[src/rtl/i2cw_pkg.sv]
// Package: shared constants and types for the serial EEPROM write front end.
// Assumes a 17-bit byte address made of one block bit and two address bytes.
package i2cw_pkg;
    localparam logic [3:0] CTRL_CODE = 4'b1010;
    localparam int         BYTE_W    = 8;
    localparam int         ADDR_W    = 2 * BYTE_W + 1;

    typedef enum logic [2:0] {
        ST_IDLE,   // ignoring the bus until a Start
        ST_CTRL,   // expecting the control byte
        ST_AHI,    // expecting the address high byte
        ST_ALO,    // expecting the address low byte
        ST_DATA    // collecting data bytes
    } fe_state_e;
endpackage

[src/rtl/i2cw_line_sync.sv]
// Module: brings SCL/SDA into the clock domain and flags line events.
// Assumes the system clock is several times faster than SCL; lines idle high.
module i2cw_line_sync #(
    parameter int STAGES = 2
) (
    input  logic clk,
    input  logic rst_n,
    input  logic scl_i,
    input  logic sda_i,
    output logic scl_s,
    output logic sda_s,
    output logic scl_rise,
    output logic scl_fall,
    output logic start_det,
    output logic stop_det
);
    logic scl_q;
    logic sda_q;

    generate
        if (STAGES > 1) begin : g_chain
            logic [STAGES-1:0] scl_sh;
            logic [STAGES-1:0] sda_sh;
            // Shift raw lines through the synchronizer chain.
            always_ff @(posedge clk) begin
                if (!rst_n) begin
                    scl_sh <= '1;
                    sda_sh <= '1;
                end else begin
                    scl_sh <= {scl_sh[STAGES-2:0], scl_i};
                    sda_sh <= {sda_sh[STAGES-2:0], sda_i};
                end
            end
            assign scl_s = scl_sh[STAGES-1];
            assign sda_s = sda_sh[STAGES-1];
        end else begin : g_single
            logic scl_r;
            logic sda_r;
            // Single-flop capture when only one stage is asked for.
            always_ff @(posedge clk) begin
                if (!rst_n) begin
                    scl_r <= 1'b1;
                    sda_r <= 1'b1;
                end else begin
                    scl_r <= scl_i;
                    sda_r <= sda_i;
                end
            end
            assign scl_s = scl_r;
            assign sda_s = sda_r;
        end
    endgenerate

    // Keep the previous synchronized values for edge detection.
    always_ff @(posedge clk) begin
        if (!rst_n) begin
            scl_q <= 1'b1;
            sda_q <= 1'b1;
        end else begin
            scl_q <= scl_s;
            sda_q <= sda_s;
        end
    end

    // Decode clock edges and the Start/Stop conditions.
    always_comb begin
        scl_rise  = scl_s & ~scl_q;
        scl_fall  = ~scl_s & scl_q;
        start_det = scl_s & scl_q & sda_q & ~sda_s;
        stop_det  = scl_s & scl_q & ~sda_q & sda_s;
    end
endmodule

[src/rtl/i2cw_byte_rx.sv]
// Module: assembles bus bytes MSB first and drives the ninth-clock acknowledge.
// Assumes the owner answers ack_en in the same cycle that byte_done is high.
module i2cw_byte_rx #(
    parameter int BITS = 8
) (
    input  logic            clk,
    input  logic            rst_n,
    input  logic            scl_s,
    input  logic            sda_s,
    input  logic            scl_rise,
    input  logic            scl_fall,
    input  logic            restart,
    input  logic            ack_en,
    output logic            byte_done,
    output logic [BITS-1:0] rx_byte,
    output logic            sda_oe
);
    localparam int CW = $clog2(BITS + 1);

    logic [CW-1:0]   bit_cnt;
    logic [BITS-1:0] shreg;
    logic            in_ack;

    // A byte is complete at the SCL fall that follows its last bit.
    assign byte_done = scl_fall & ~in_ack & (bit_cnt == CW'(BITS)) & ~restart;
    assign rx_byte   = shreg;

    // Count bits, shift data and own the acknowledge slot.
    always_ff @(posedge clk) begin
        if (!rst_n) begin
            bit_cnt <= '0;
            shreg   <= '0;
            in_ack  <= 1'b0;
            sda_oe  <= 1'b0;
        end else if (restart) begin
            bit_cnt <= '0;
            in_ack  <= 1'b0;
            sda_oe  <= 1'b0;
        end else if (scl_rise && !in_ack && bit_cnt < CW'(BITS)) begin
            shreg   <= {shreg[BITS-2:0], sda_s};
            bit_cnt <= bit_cnt + 1'b1;
        end else if (scl_fall) begin
            if (in_ack) begin
                in_ack  <= 1'b0;
                sda_oe  <= 1'b0;
                bit_cnt <= '0;
            end else if (bit_cnt == CW'(BITS)) begin
                in_ack <= 1'b1;
                sda_oe <= ack_en;
            end
        end
    end


    ack_edge_chk: assert property (@(posedge clk) disable iff (!rst_n)
        $rose(sda_oe) |-> !scl_s);
endmodule

[src/rtl/i2cw_frontend.sv]
// Module: top of the write front end. Decodes control, address and data bytes,
// strobes bytes to the page engine and requests commit or discard at Stop.
// Assumes strap_i is static and cycle_busy_i rises soon after commit_o.
module i2cw_frontend #(
    parameter int SYNC_STAGES = 2,
    parameter int PAGE_BITS   = 7
) (
    input  logic        clk,
    input  logic        rst_n,
    input  logic        scl_i,
    input  logic        sda_i,
    input  logic [1:0]  strap_i,
    input  logic        wp_i,
    input  logic        cycle_busy_i,
    output logic        sda_oe_o,
    output logic        wr_vld_o,
    output logic [16:0] wr_addr_o,
    output logic [7:0]  wr_data_o,
    output logic        commit_o,
    output logic        discard_o
);
    import i2cw_pkg::*;

    localparam int HI_MSB = ADDR_W - 2;

    logic              scl_s, sda_s, scl_rise, scl_fall, start_det, stop_det;
    logic              byte_done, ack_en, ctrl_ok;
    logic [BYTE_W-1:0] rx_byte;
    fe_state_e         state;
    logic [ADDR_W-1:0] addr;
    logic              data_seen;
    logic              pend_blk;

    i2cw_line_sync #(.STAGES(SYNC_STAGES)) i_sync (
        .clk(clk), .rst_n(rst_n), .scl_i(scl_i), .sda_i(sda_i),
        .scl_s(scl_s), .sda_s(sda_s), .scl_rise(scl_rise), .scl_fall(scl_fall),
        .start_det(start_det), .stop_det(stop_det)
    );

    i2cw_byte_rx #(.BITS(BYTE_W)) i_rx (
        .clk(clk), .rst_n(rst_n), .scl_s(scl_s), .sda_s(sda_s),
        .scl_rise(scl_rise), .scl_fall(scl_fall),
        .restart(start_det | stop_det), .ack_en(ack_en),
        .byte_done(byte_done), .rx_byte(rx_byte), .sda_oe(sda_oe_o)
    );

    // Judge the control byte: code, straps, write direction and busy polling.
    always_comb begin
        ctrl_ok = (rx_byte[7:4] == CTRL_CODE) && (rx_byte[2:1] == strap_i) &&
                  !rx_byte[0] && !(cycle_busy_i && (rx_byte[3] == pend_blk));
    end

    // Decide whether the byte just finished earns an acknowledge.
    always_comb begin
        case (state)
            ST_CTRL:                ack_en = ctrl_ok;
            ST_AHI, ST_ALO, ST_DATA: ack_en = 1'b1;
            default:                ack_en = 1'b0;
        endcase
    end

    // Command sequencing, address tracking and output pulses.
    always_ff @(posedge clk) begin
        if (!rst_n) begin
            state     <= ST_IDLE;
            addr      <= '0;
            data_seen <= 1'b0;
            pend_blk  <= 1'b0;
            wr_vld_o  <= 1'b0;
            wr_addr_o <= '0;
            wr_data_o <= '0;
            commit_o  <= 1'b0;
            discard_o <= 1'b0;
        end else begin
            wr_vld_o  <= 1'b0;
            commit_o  <= 1'b0;
            discard_o <= 1'b0;
            if (start_det) begin
                if (state == ST_DATA && data_seen) discard_o <= 1'b1;
                state     <= ST_CTRL;
                data_seen <= 1'b0;
            end else if (stop_det) begin
                if (state == ST_DATA && data_seen) begin
                    if (wp_i) begin
                        discard_o <= 1'b1;
                    end else begin
                        commit_o <= 1'b1;
                        pend_blk <= addr[ADDR_W-1];
                    end
                end
                state     <= ST_IDLE;
                data_seen <= 1'b0;
            end else if (byte_done) begin
                case (state)
                    ST_CTRL: begin
                        if (ctrl_ok) begin
                            addr[ADDR_W-1] <= rx_byte[3];
                            state          <= ST_AHI;
                        end else begin
                            state <= ST_IDLE;
                        end
                    end
                    ST_AHI: begin
                        addr[HI_MSB -: BYTE_W] <= rx_byte;
                        state                  <= ST_ALO;
                    end
                    ST_ALO: begin
                        addr[BYTE_W-1:0] <= rx_byte;
                        state            <= ST_DATA;
                    end
                    ST_DATA: begin
                        wr_vld_o  <= 1'b1;
                        wr_addr_o <= addr;
                        wr_data_o <= rx_byte;
                        data_seen <= 1'b1;
                        addr[PAGE_BITS-1:0] <= addr[PAGE_BITS-1:0] + 1'b1;
                    end
                    default: state <= ST_IDLE;
                endcase
            end
        end
    end


    commit_wp_chk: assert property (@(posedge clk) disable iff (!rst_n)
        commit_o |-> !$past(wp_i));

    pulse_excl_chk: assert property (@(posedge clk) disable iff (!rst_n)
        !(commit_o && discard_o));

    restart_chk: assert property (@(posedge clk) disable iff (!rst_n)
        start_det |=> (state == ST_CTRL));

    strobe_src_chk: assert property (@(posedge clk) disable iff (!rst_n)
        wr_vld_o |-> $past(state == ST_DATA));

    idle_quiet_chk: assert property (@(posedge clk) disable iff (!rst_n)
        (state == ST_IDLE && !start_det) |=> !wr_vld_o);
endmodule

[config.mk]
export PLATFORM = sky130hd
export DESIGN_NAME = i2cw_frontend
export DESIGN_NICKNAME = d
export VERILOG_FILES = /design/src/rtl/i2cw_pkg.sv /design/src/rtl/i2cw_line_sync.sv /design/src/rtl/i2cw_byte_rx.sv /design/src/rtl/i2cw_frontend.sv
export SDC_FILE = /design/constraint.sdc
export NUM_CORES = 1
export LEC_CHECK = 0
export BUFFER_PORTS_ARGS = -buffer_cell sky130_fd_sc_hd__buf_2
export CORE_ASPECT_RATIO = 1.2
export CORE_MARGIN = 3
export CORE_UTILIZATION = 59
export CTS_BUF_LIST = sky130_fd_sc_hd__clkbuf_2 sky130_fd_sc_hd__clkbuf_4 sky130_fd_sc_hd__clkbuf_8
export DETAILED_ROUTE_END_ITERATION = 6
export GPL_TIMING_DRIVEN = 0
export PLACE_DENSITY = 0.81
export SYNTH_ARGS = -nofsm -noshare
export SYNTH_HDL_FRONTEND = slang
export SYNTH_SLANG_ARGS = --single-unit
[constraint.sdc]
create_clock -name clk -period 2.6 [get_ports clk]
set_clock_uncertainty 0.2 [all_clocks]
set_input_delay 0.26 -clock clk [delete_from_list [all_inputs] [get_ports clk]]
set_output_delay 0.26 -clock clk [all_outputs]
set_load 0.01 [all_outputs]
==> results of run 1 <==
==> timing repair <==
item,4_1_cts,5_1_grt
gates resized for setup,0,0
hold buffers,3,0
setup buffers,0,0
hold endpoints to repair,3,0
==> kinds of logic after synthesis <==
group / after synthesis
AO/OA/AOI/OAI: 73
XOR/XNOR: 4
adder cells (fa/ha/maj): 3
buffers and inverters: 22
flip-flops: 70
multiplexers: 11
AND/OR/NAND/NOR: 155
==> Yosys cell counts <==
cell type  count
a2111oi_0      1
a21o_1         2
a21oi_1       50
a221oi_1       1
a22oi_1        1
a31o_2         1
a31oi_1        2
a32oi_1        2
and2_1         1
and3b_1        2
and4_1         1
and4bb_2       1
buf_2          7
buf_6          2
clkbuf_1      10
dfxtp_1       70
ha_1           3
inv_1          2
inv_2          1
mux2i_1       11
nand2_1       85
nand2b_1      10
nand3_1        3
nand3_2        2
nand3b_1       4
nand4_1        4
nand4bb_1      2
nor2_1        25
nor2b_1        3
nor3_1         3
nor3_4         1
nor3b_1        1
nor3b_2        2
nor4_1         2
nor4b_1        1
o211ai_1       3
o21a_1         1
o21ai_0        5
o221a_2        1
o31ai_1        2
o32ai_2        1
or3b_4         1
or4b_2         1
xnor2_1        1
xor2_1         3
==> worst max-delay path, cell delays in order (launching register included) <==
cell      delay [ns]
dfxtp_1         0.39
inv_1           0.06
ha_1            0.21
and4bb_2        0.22
buf_2           0.17
nand3_2         0.16
clkbuf_1        0.35
nand2_1         0.12
a21oi_1         0.18
==> where the power goes <==
group          switching (mW)  internal, mW  leakage [nW]
registers             0.00620          1.08         0.565
logic                  0.0354        0.0195         0.681
clock network           0.386         0.329        0.0845
==> layer usage <==
metal  GRT usage  wire, um
met1       0.254      2730
met2       0.409      3180
met3      0.0569       341
met4       0.126       111
met5           0         0
==> worst max path at each step <==
| stage | from | to | slack (ns) | cells past startpoint |
|---|---|---|---|---|
| after global placement | i_rx.bit_cnt[0] | wr_data_o[3] | 0.52 | 8 |
| after CTS | i_rx.bit_cnt[0] | wr_data_o[1] | 0.40 | 8 |
| after detailed placement | i_rx.bit_cnt[0] | wr_addr_o[13] | 0.49 | 8 |
| final | i_rx.bit_cnt[0] | wr_data_o[1] | 0.44 | 8 |
| after global routing | i_rx.bit_cnt[0] | wr_data_o[1] | 0.28 | 8 |
| after floorplan | i_rx.bit_cnt[0] | addr[2] | 0.76 | 8 |
==> area by class of cell <==
cell class	instances	area (um^2)	area share
Buffer	19	95.1	0.0288
Clock buffer	9	124	0.0375
Clock inverter	5	28.8	0.00871
Inverter	3	11.3	0.00341
Multi-Input combinational cell	246	1370	0.414
Sequential cell	70	1400	0.424
Tap cell	58	72.6	0.0220
Timing Repair Buffer	38	205	0.0621
==> flip-flops by register name, summed over array words and instances (netlist names) <==
| name | cells |
|---|---|
| addr | 17 |
| wr_addr_o | 17 |
| i_rx.rx_byte | 8 |
| wr_data_o | 8 |
| i_rx.bit_cnt | 4 |
| state | 3 |
| i_sync.g_chain.scl_sh | 2 |
| i_sync.g_chain.sda_sh | 2 |
| commit_o | 1 |
| data_seen | 1 |
| discard_o | 1 |
| i_rx.in_ack | 1 |
| i_rx.sda_oe | 1 |
| i_sync.scl_q | 1 |
| i_sync.sda_q | 1 |
| pend_blk | 1 |
| wr_vld_o | 1 |
==> out/metrics.cfg, run 1 <==
[outcome]
status = completed

[clocking]
cts_tree = yes
clockBufferDepth = 2
clk_pin_slew_ns = 0.07
cts_buffers = 9
cts-root-buf = clkbuf_8
clock_latency_ns = 0.35
ctsHtreeMaxLevel = 3
clock_sinks = 70

[logic_synthesis]
synthCells = 338
synth_xor_area_frac = 0.0122
synth_compound_area_frac = 0.148
synthAdderAreaFrac = 0.0131
avgSynthCellArea_um2 = 8.51
ys_types = 45
seq_area_frac_synth = 0.487
yosys-mux-area-fraction = 0.0383
synth.cell_area_mm2 = 0.00288
yosysTopAreaCell = dfxtp_1
synth_area_leaders = dfxtp_1 49%, nand2_1 11%, a21oi_1 8.7%
syn-num-nets = 349
yosys_warnings = 0
ys_ff_latch = 70
yosys.area_share.simple = 0.264
yosysTopAreaCellShare = 0.487
synth_top_family_by_area = simple AND/OR/NAND/NOR gates

[sta]
period_share = 0.830
tns_ns = 0
worst_slew_pin_slew_ns = 0.580
layout_setup_ws_ns = 0.443
fmaxAchievable_ghz = 0.464
finalMaxSlewViolations = 0
whs_ns = 0.0173
max_slew_margin = 0.608
hold_viol = 0
setup_viol = 0
min_period_ns = 2.16
rsz0062_at_grt = no

[power_and_ir_drop]
p_total_mw = 1.85
peakVddDrop_v = 0.000395
p_leak_nw = 1.33
power_density_mw_per_mm2 = 561

[die]
io_pins = 37
coreArea_mm2 = 0.00466
initial_core_util = 0.617
rows = 27
chipHeight_um = 82.5
die-area_mm2 = 0.00575
fp.dieW_um = 69.7

[finish]
antennaDiodeCount = 0
final_util = 0.709
finalInstanceArea_mm2 = 0.00331
drive_gt1_frac = 0.179
final_common_cell = nand2_1
fillers = 381
finalNetCount = 398
finalNonFillerCells = 448
syn_to_final_growth_pct = 15.0
layout_common_cells = 85 x nand2_1, 70 x dfxtp_1, 50 x a21oi_1

[drt]
via_count = 2509
viasPerCell = 5.60
wl_per_cell_um = 14.2
ant_nets = 0
drtPass1Iterations = 4
drc = 0
drtIter0Drc = 145
routed_wirelength_um = 6360

[placed_design]
dp.cells = 431
routabilityCongestion = 0.813
io_buffers = 35
dp_hpwl_um = 4500
place_ws_ns = 0.495
dpl_cell_area_mm2 = 0.00312

[grt]
grt_antenna_before_repair = 0
grt_first_pass_wirelength_um = 10200
grt_pass1_vias = 2215
grt_overflow = 0
grt_use_total = 0.229
grt_max_degree = 12

[setup_path]
worstRegToRegCells = 8
start_kind = flip-flop
end_kind = flip-flop
worstPathMaxFanout = 10
worstPathRequired_ns = 2.67
critPathArrivalTime_ns = 2.23
r2r_end = wr_data_o[1]
critical_path_class = flip-flop to flip-flop
r2r-start = i_rx.bit_cnt[0]
reg2reg_slack_ns = 0.44

[hold_path]
hold_path.startpoint = rst_n
worstHoldEndpoint = i_sync.g_chain.sda_sh[1]
hold_depth = 2
hp-class = input pin to flip-flop

[run]
maxCapViolCount = 0

(Power assumes the default switching activity.)
==> run 2, diff against run 1 <==
==> constraint.sdc (replaced) <==
create_clock -name clk -period 2.2 [get_ports clk]
set_clock_uncertainty 0.2 [all_clocks]
set_input_delay 0.22 -clock clk [delete_from_list [all_inputs] [get_ports clk]]
set_output_delay 0.22 -clock clk [all_outputs]
set_load 0.01 [all_outputs]
==> run 2 against run 1 <==
Critical path depth stayed put. Register-to-register slack worse by 0.26 ns. Largest cell class unchanged. Critical path type unchanged. Total power is 18% higher. Flip-flop and latch count stayed put. Sequential share of layout area is 0.19 points lower. Core utilization is 0.32 points higher. Worst hold slack worse by 0.0035 ns. Sequential power is 19% higher. Via count is 0.16% lower. Critical endpoint is now addr[6]. Cell area is 0.45% higher. Die area stayed put. Routed wire length hardly changed.
==> out/metrics.cfg, run 2 (synthesis gave the netlist of run 1 again) <==
[die]
chipHeight_um = 82.5
die-area_mm2 = 0.00575
initial_core_util = 0.617
coreArea_mm2 = 0.00466
fp.dieW_um = 69.7
io_pins = 37
rows = 27

[grt]
grt_first_pass_wirelength_um = 10200
grt_max_degree = 12
grt_use_total = 0.230
grt_antenna_before_repair = 0
grt_overflow = 0
grt_pass1_vias = 2217

[run]
maxCapViolCount = 0

[finish]
layout_common_cells = 85 x nand2_1, 70 x dfxtp_1, 50 x a21oi_1
final_common_cell = nand2_1
syn_to_final_growth_pct = 15.5
finalNetCount = 399
reg.largest.list = addr: 17 flops, wr_addr_o: 17 flops
drive_gt1_frac = 0.184
fillers = 380
antennaDiodeCount = 0

[hold_path]
hold_depth = 4
hp-class = input pin to flip-flop

[power_and_ir_drop]
peakVddDrop_v = 0.000465
p_leak_nw = 1.34
power_density_mw_per_mm2 = 660

[clocking]
ctsHtreeMaxLevel = 3
cts-root-buf = clkbuf_8
clock_sinks = 70
clk_pin_slew_ns = 0.07
cts_buffers = 9
clock_latency_ns = 0.34
cts_tree = yes
cts_setup_buffers = 0
clockBufferDepth = 2

[sta]
hold_viol = 0
max_slew_margin = 0.608
fmaxAchievable_ghz = 0.495
period_share = 0.918
rsz0062_at_grt = no
finalMaxSlewViolations = 0
min_period_ns = 2.02
tns_ns = 0
whs_ns = 0.0138
worst_slew_pin_slew_ns = 0.580
setup_viol = 0

[setup_path]
reg2reg_slack_ns = 0.18
worstPathMaxFanout = 10
start_kind = flip-flop
r2r-start = i_rx.bit_cnt[0]
worstPathRequired_ns = 2.22
critPathLaunch = i_rx.bit_cnt[0]
end_kind = flip-flop
worstRegToRegCells = 8
endpoint = addr[6]
critical_path_class = flip-flop to flip-flop
r2r_end = addr[6]
critPathArrivalTime_ns = 2.03

[drt]
drc = 0
routed_wirelength_um = 6370
drtPass1Iterations = 4
via_count = 2505
viasPerCell = 5.58
drtIter0Drc = 167
ant_nets = 0
wl_per_cell_um = 14.2

[placed_design]
routabilityCongestion = 0.813
io_buffers = 35
dp_hpwl_um = 4500

[outcome]
status = completed

run 2: cell count changes in the layout (fill, tap and decap cells not counted), sizes merged:
cell / change
dlygate4sd3: +1
run 2: through the flow:
| step | utilization | area (um^2) | setup slack, ns | instances | power, mW |
|---|---|---|---|---|---|
| 6_report | 0.712 | 3320 | 0.181 | 449 | 2.19 |
| 3_5_place_dp | 0.670 | 3120 | 0.0950 | 431 | 1.37 |
| 5_1_grt | 0.712 | 3320 | 0.0218 | 449 | 2.26 |
| 2_1_floorplan | - | 2880 | 0.365 | 338 | 1.35 |
| 3_3_place_gp | 0.670 | 3120 | 0.122 | 431 | 1.37 |
| 4_1_cts | 0.711 | 3320 | 0.00193 | 449 | 2.21 |
run 2: cell type report:
class	count	area (um^2)	share of cell area
tap	58	72.6	0.0219
clock buffer	9	124	0.0373
sequential	70	1400	0.422
multi-input combinational	246	1370	0.412
inverter	3	11.3	0.00339
timing repair buffer	39	215	0.0648
clock inverter	5	28.8	0.00867
buffer	19	100	0.0301
run 2: worst min-delay path by stage:
stage,from,to,slack [ns]
floorplan,scl_i,i_sync.g_chain.scl_sh[0],0.12
global placement,i_sync.g_chain.sda_sh[0],i_sync.g_chain.sda_sh[1],0.19
detailed placement,i_sync.g_chain.scl_sh[0],i_sync.g_chain.scl_sh[1],0.20
CTS,cycle_busy_i,i_rx.sda_oe,0.005
global route,cycle_busy_i,i_rx.sda_oe,0.04
finish,cycle_busy_i,i_rx.sda_oe,0.01
run 2: per-layer routing:
| metal | global-route usage | up-vias | routed length (um) |
|---|---|---|---|
| met5 | 0 | - | 0 |
| met4 | 0.126 | 0 | 143 |
| met3 | 0.0569 | 13 | 308 |
| met2 | 0.411 | 68 | 3140 |
| met1 | 0.253 | 1159 | 2780 |
| li1 | - | 1265 | - |
run 2: report_power, final:
part           internal [mW]  switching (mW)
clock network          0.389           0.455
registers               1.27         0.00728
logic                 0.0242          0.0422
total                   1.69           0.504
run 2: critical path: stages, from the launching register on:
cell and delay (ns):
dfxtp_1 0.34, inv_1 0.07, ha_1 0.16, and4bb_2 0.22, buf_2 0.20, o211ai_1 0.18
buf_4 0.23, o211ai_1 0.19, o31ai_1 0.10
run 2: what timing repair did:
action,CTS,global route
endpoints found under the hold margin,7,0
hold buffers,4,0
endpoints found under the setup margin,0,20
gates resized for setup,0,6
